<file path="config.mk">
export PLATFORM = sky130hd
export DESIGN_NAME = cache_ctl_regs
export DESIGN_NICKNAME = d
export VERILOG_FILES = /design/src/rtl/ccr_pkg.sv /design/src/rtl/ccr_decode.sv /design/src/rtl/ccr_state.sv /design/src/rtl/ccr_readback.sv /design/src/rtl/cache_ctl_regs.sv
export SDC_FILE = /design/constraint.sdc
export NUM_CORES = 1
export LEC_CHECK = 0
export BUFFER_PORTS_ARGS = -buffer_cell sky130_fd_sc_hd__buf_2
export CAP_MARGIN = 20
export CORE_ASPECT_RATIO = 0.6
export CORE_UTILIZATION = 45
export CTS_BUF_LIST = sky130_fd_sc_hd__clkbuf_16
export DETAILED_ROUTE_END_ITERATION = 6
export PLACE_DENSITY = 0.79
export SLEW_MARGIN = 10
export SYNTH_ARGS = -nofsm -noshare
export SYNTH_HDL_FRONTEND = slang
export SYNTH_SLANG_ARGS = --single-unit
</file>
<file path="constraint.sdc">
create_clock -name clk -period 1.6 [get_ports clk]
set_clock_uncertainty 0.05 [all_clocks]
set_input_delay 0.08 -clock clk [delete_from_list [all_inputs] [get_ports clk]]
set_output_delay 0.08 -clock clk [all_outputs]
set_load 0.005 [all_outputs]
</file>
<file path="src/rtl/ccr_pkg.sv">
package ccr_pkg;

  // data path width of the register bus
  localparam int DATA_W     = 32;
  // a full-word access, in bytes
  localparam int WORD_BYTES = DATA_W / 8;

  // register offsets decoded by the unit
  localparam int OFF_CTRL = 'h00;
  localparam int OFF_ICFG = 'h04;
  localparam int OFF_DCFG = 'h08;

  // number of caches with a state field and a freeze enable
  localparam int NCACHE    = 2;
  localparam int STATE_W   = 2;
  // freeze enables start at this bit, one per cache
  localparam int FRZ_BASE  = 4;

  // bits that never store: flush requests, pending flags, burst fetch
  localparam logic [DATA_W-1:0] WR_DROP_MASK = 32'h0061_C000;

  // fixed configuration words
  localparam logic [DATA_W-1:0] ICFG_WORD = 32'h1022_0000;
  localparam logic [DATA_W-1:0] DCFG_WORD = 32'h1822_0000;

  typedef enum logic [STATE_W-1:0] {
    CST_OFF  = 2'b00,
    CST_HOLD = 2'b01,
    CST_RSVD = 2'b10,
    CST_ON   = 2'b11
  } cst_e;

  // one-hot read select
  typedef struct packed {
    logic ctrl;
    logic icfg;
    logic dcfg;
  } rsel_t;

endpackage

</file>
<file path="src/rtl/ccr_decode.sv">
module ccr_decode
  import ccr_pkg::*;
#(
  parameter int ADDR_W = 8,
  parameter int SIZE_W = 3
) (
  input  logic [ADDR_W-1:0] addr,
  input  logic [SIZE_W-1:0] acc_size,
  input  logic              wr_en,
  input  logic              rd_en,
  output rsel_t             rsel,
  output logic              ctrl_we
);

  localparam logic [ADDR_W-1:0] A_CTRL = ADDR_W'(OFF_CTRL);
  localparam logic [ADDR_W-1:0] A_ICFG = ADDR_W'(OFF_ICFG);
  localparam logic [ADDR_W-1:0] A_DCFG = ADDR_W'(OFF_DCFG);
  localparam logic [SIZE_W-1:0] S_WORD = SIZE_W'(WORD_BYTES);

  logic size_ok;
  logic hit_ctrl;
  logic hit_icfg;
  logic hit_dcfg;

  always_comb begin
    size_ok  = (acc_size == S_WORD);
    hit_ctrl = (addr == A_CTRL);
    hit_icfg = (addr == A_ICFG);
    hit_dcfg = (addr == A_DCFG);

    rsel.ctrl = rd_en & size_ok & hit_ctrl;
    rsel.icfg = rd_en & size_ok & hit_icfg;
    rsel.dcfg = rd_en & size_ok & hit_dcfg;

    // configuration offsets are read-only, so only the control word writes
    ctrl_we   = wr_en & size_ok & hit_ctrl;
  end

endmodule

</file>
<file path="src/rtl/ccr_state.sv">
module ccr_state
  import ccr_pkg::*;
(
  input  logic              clk,
  input  logic              rst,
  input  logic              ctrl_we,
  input  logic [DATA_W-1:0] wdata,
  input  logic              irq_taken,
  output logic [DATA_W-1:0] ctrl_q
);

  logic [DATA_W-1:0] frz_word;
  logic [DATA_W-1:0] wr_word;

  // per-cache freeze: enabled (11) with its enable set drops to frozen (01)
  logic [NCACHE-1:0][STATE_W-1:0] st_next;

  for (genvar i = 0; i < NCACHE; i++) begin : g_cache
    logic [STATE_W-1:0] st_cur;
    logic               arm;
    always_comb begin
      st_cur = ctrl_q[i*STATE_W +: STATE_W];
      arm    = ctrl_q[FRZ_BASE + i];
      if (arm && (st_cur == CST_ON))
        st_next[i] = CST_HOLD;
      else
        st_next[i] = st_cur;
    end
  end

  always_comb begin
    frz_word = ctrl_q;
    for (int i = 0; i < NCACHE; i++) begin
      frz_word[i*STATE_W +: STATE_W] = st_next[i];
    end
    wr_word = wdata & ~WR_DROP_MASK;
  end

  // a software write takes priority over the interrupt freeze
  always_ff @(posedge clk) begin
    if (rst)
      ctrl_q <= '0;
    else if (ctrl_we)
      ctrl_q <= wr_word;
    else if (irq_taken)
      ctrl_q <= frz_word;
  end

endmodule

</file>
<file path="src/rtl/ccr_readback.sv">
module ccr_readback
  import ccr_pkg::*;
(
  input  logic              clk,
  input  logic              rst,
  input  logic              rd_en,
  input  rsel_t             rsel,
  input  logic [DATA_W-1:0] ctrl_q,
  output logic [DATA_W-1:0] rdata,
  output logic              rvalid
);

  logic [DATA_W-1:0] rd_mux;

  // selects are one-hot or all zero, so an AND-OR mux suffices
  always_comb begin
    rd_mux = ({DATA_W{rsel.ctrl}} & ctrl_q)
           | ({DATA_W{rsel.icfg}} & ICFG_WORD)
           | ({DATA_W{rsel.dcfg}} & DCFG_WORD);
  end

  always_ff @(posedge clk) begin
    if (rst) begin
      rdata  <= '0;
      rvalid <= 1'b0;
    end else begin
      rdata  <= rd_mux;
      rvalid <= rd_en;
    end
  end

endmodule

</file>
<file path="src/rtl/cache_ctl_regs.sv">
module cache_ctl_regs
  import ccr_pkg::*;
#(
  parameter int ADDR_W = 8,
  parameter int SIZE_W = 3
) (
  input  logic              clk,
  input  logic              rst,
  input  logic [ADDR_W-1:0] addr,
  input  logic [SIZE_W-1:0] acc_size,
  input  logic              wr_en,
  input  logic              rd_en,
  input  logic [31:0]       wdata,
  input  logic              irq_taken,
  output logic [31:0]       rdata,
  output logic              rvalid,
  output logic [31:0]       ctrl_word
);

  rsel_t             rsel;
  logic              ctrl_we;
  logic [DATA_W-1:0] ctrl_q;

  ccr_decode #(
    .ADDR_W (ADDR_W),
    .SIZE_W (SIZE_W)
  ) u_decode (
    .addr     (addr),
    .acc_size (acc_size),
    .wr_en    (wr_en),
    .rd_en    (rd_en),
    .rsel     (rsel),
    .ctrl_we  (ctrl_we)
  );

  ccr_state u_state (
    .clk       (clk),
    .rst       (rst),
    .ctrl_we   (ctrl_we),
    .wdata     (wdata),
    .irq_taken (irq_taken),
    .ctrl_q    (ctrl_q)
  );

  ccr_readback u_rdbk (
    .clk    (clk),
    .rst    (rst),
    .rd_en  (rd_en),
    .rsel   (rsel),
    .ctrl_q (ctrl_q),
    .rdata  (rdata),
    .rvalid (rvalid)
  );

  assign ctrl_word = ctrl_q;

endmodule

</file>
==> run_results.csv <==
group,metric,value,unit
outcome,run_status,"complete, no violations",
floorplan,die_y,56.7,um
grt,grt_max_degree,56,
sta,period_share,76.0,%
detailed_routing,vias_per_cell,4.46,
critical_path,r2r_start,"u_state.ctrl_q[4]$_SDFFE_PP0P_",
clock_tree,clockBufferDepth,2,
clock_tree,ctsHtreeMaxLevel,2,
power,combPwrFrac,5.6,%
floorplan,die-area,0.00528,mm2
detailed_routing,drt-total-wl,4770,um
sta,holdWs,0.000493,ns
sta,rsz0062_at_grt,"false",
cells_and_area,utilization,64.1,%
critical_path,crit_path_start,"rd_en",
critical_path,path_class,"input port to flip-flop",
floorplan,initial_core_util,47.9,%
synth,netlist_area,0.00224,mm2
critical_path,crit_fanout,10,
clock_tree,postCtsResizedCells,0,
power,p_per_area,914,mW/mm2
min_path,hp-class,"input port to flip-flop",
sta,final-hold-violation-count,0,
sta,maxSlewViolCount,0,
synth,syn_inst,226,
synth,seq_area_frac_synth,49.9,%
floorplan,io_pins,113,
synth,avgSynthCellArea,9.93,um2
run,maxCapViolCount,0,
detailed_routing,vias,1769,
detailed_routing,first_pass_iters,4,
cells_and_area,antennaDiodeCount,0,
clock_tree,numCtsBuffers,5,
grt,track_usage,19.0,%
floorplan,dieWidth,93.2,um
sta,finalSetupViolCount,0,
critical_path,cp.arrival,1.37,ns
power,p_clk_share,43.6,%
synth,yosysUniqueCellTypes,22,
floorplan,coreArea,0.00468,mm2
clock_tree,clock_latency,0.29,ns
detailed_routing,avgRoutedWirePerCell,12.0,um
place,dpl.hpwl,3280,um
clock_tree,clockRootBuffer,"clkbuf_16",
detailed_routing,drtAntennaViolNets,0,
detailed_routing,drcViolationCount,0,
synth,ys_ff_latch,56,
cells_and_area,syn_to_final_growth,33.7,%
grt,grt_pass1_wl,7700,um
grt,overflow,0,
min_path,min-delay-start,"wdata[28]",
critical_path,cp-end-kind,"flip-flop",
clock_tree,cts_tree,"built",
power,netSwitchingFraction,19.3,%
clock_tree,clk_pin_slew,0.07,ns
clock_tree,cts.sinks,56,
place,io_buffers,98,
power,p_switching,0.530,mW
power,p_seq_share,50.9,%
clock_tree,cts_setup_buffers,0,
power,internal-power,2.21,mW
sta,min_period,1.22,ns
place,place_congestion,0.692,
power,vdd_ir_drop_max,0.595,mV
power,p_leak,1.30,nW
floorplan,rows,19,
sta,fmax,0.822,GHz
grt,antenna_found_initial,0,
cells_and_area,num-nets-final,381,
grt,grt_pass1_vias,1662,
sta,fin_tns_setup,0,ns
critical_path,worstSetupStartpointType,"input port",
critical_path,cp.required,1.75,ns
detailed_routing,first_iter_violations,27,
synth,ys_warn_count,0,
cells_and_area,drive_gt1_share,33.8,%
==> power groups by stage <==
stage | Clock, mW | Sequential [mW] | Combinational (mW)
finish | 1.20 | 1.39 | 0.152
global route | 1.28 | 1.39 | 0.169
CTS | 1.22 | 1.39 | 0.152
detailed placement | 0 | 1.43 | 0.132
global placement | 0 | 1.43 | 0.129
floorplan | 0 | 1.43 | 0.0806
==> cells by family (layout without fill, tap and decap cells) <==
family | after synthesis | after routing | synth area share [%]
compound gates | 4 | 4 | 1.34
xor+xnor | 1 | 1 | 0.390
buf+inv | 46 | 146 | 11.4
flops | 56 | 56 | 49.9
mux | 27 | 27 | 12.0
other cells | 1 | 9 | 0.167
simple gates | 91 | 91 | 24.7
==> flip-flops by register name, indices dropped and copies added, names as in the netlist <==
register        cells
u_state.ctrl_q     27
u_rdbk.rvalid       1
u_rdbk.rdata       28
==> per-layer routing <==
layer	track usage, %	vias up	share of wire (%)
li1	-	915	-
met1	23.6	782	46
met2	31.7	67	45
met3	6.50	5	8.4
met4	4.62	0	0.73
met5	0	-	0
==> placed cells by master (no fill, tap or decap), drive strengths merged <==
cell | Yosys | layout
dlygate4sd3 | 0 | 11
bufinv | 0 | 1
nand2 | 2 | 2
nor2 | 3 | 3
nor2b | 1 | 1
nor4 | 1 | 1
a311o | 2 | 2
inv | 24 | 24
nand3 | 3 | 3
xor2 | 1 | 1
clkbuf | 10 | 5
nor4b | 2 | 2
and4 | 1 | 1
buf | 12 | 103
a21oi | 2 | 2
mux2i | 27 | 27
nand2b | 52 | 52
nor3 | 26 | 26
dfxtp | 56 | 56
clkinv | 0 | 2
conb | 1 | 9
==> cells in the mapped netlist, drive strengths merged <==
library cell   n  area, um2
a21oi          2       10.0
a311o          2       20.0
and4           1       11.3
buf           12        128
clkbuf        10       37.5
conb           1       3.75
dfxtp         56       1120
inv           24       90.1
mux2i         27        270
nand2          2       7.51
nand2b        52        325
nand3          3       20.0
nor2           3       11.3
nor2b          1       6.26
nor3          26        135
nor4           1       6.26
nor4b          2       32.5
xor2           1       8.76
==> final timing paths <==
path	cells past startpoint	endpoint	slack, ns
max	5	u_rdbk.rdata[10]$_SDFF_PP0_	0.38
min	3	u_state.ctrl_q[28]$_SDFFE_PP0P_	0.0005
max reg2reg	2	u_state.ctrl_q[1]$_SDFFE_PP0P_	0.70
min reg2reg	2	u_rdbk.rdata[29]$_SDFF_PP0_	0.40
==> cell type report <==
cell class,instances,area [um2]
flip-flops and latches,56,1120
clock inverters,3,37.5
repair buffers,114,651
well taps,63,78.8
inverters,24,90.1
clock buffers,5,125
fillers,418,1680
multi-input cells,132,898
==> per-stage QoR <==
| stage | instances | total power [mW] | setup WS (ns) | instance area, um2 |
|---|---|---|---|---|
| detailed placement | 378 | 1.56 | 0.209 | 2730 |
| finish | 397 | 2.74 | 0.383 | 3000 |
| global placement | 378 | 1.56 | 0.251 | 2730 |
| CTS | 397 | 2.77 | 0.358 | 3000 |
| floorplan | 234 | 1.51 | 0.431 | 2270 |
| global route | 397 | 2.85 | 0.311 | 3000 |
==> critical path: stages <==
cell and delay [ns]:
dlygate4sd3_1 0.52, buf_2 0.11, nand3_2 0.23, buf_4 0.27
nor3_1 0.16
==> timing repair <==
| item | CTS | global route |
|---|---|---|
| endpoints found under the hold margin | 11 | 0 |
| endpoints found under the setup margin | 0 | 0 |
| hold buffers | 11 | 0 |
Power figures use the tool's default switching activity.
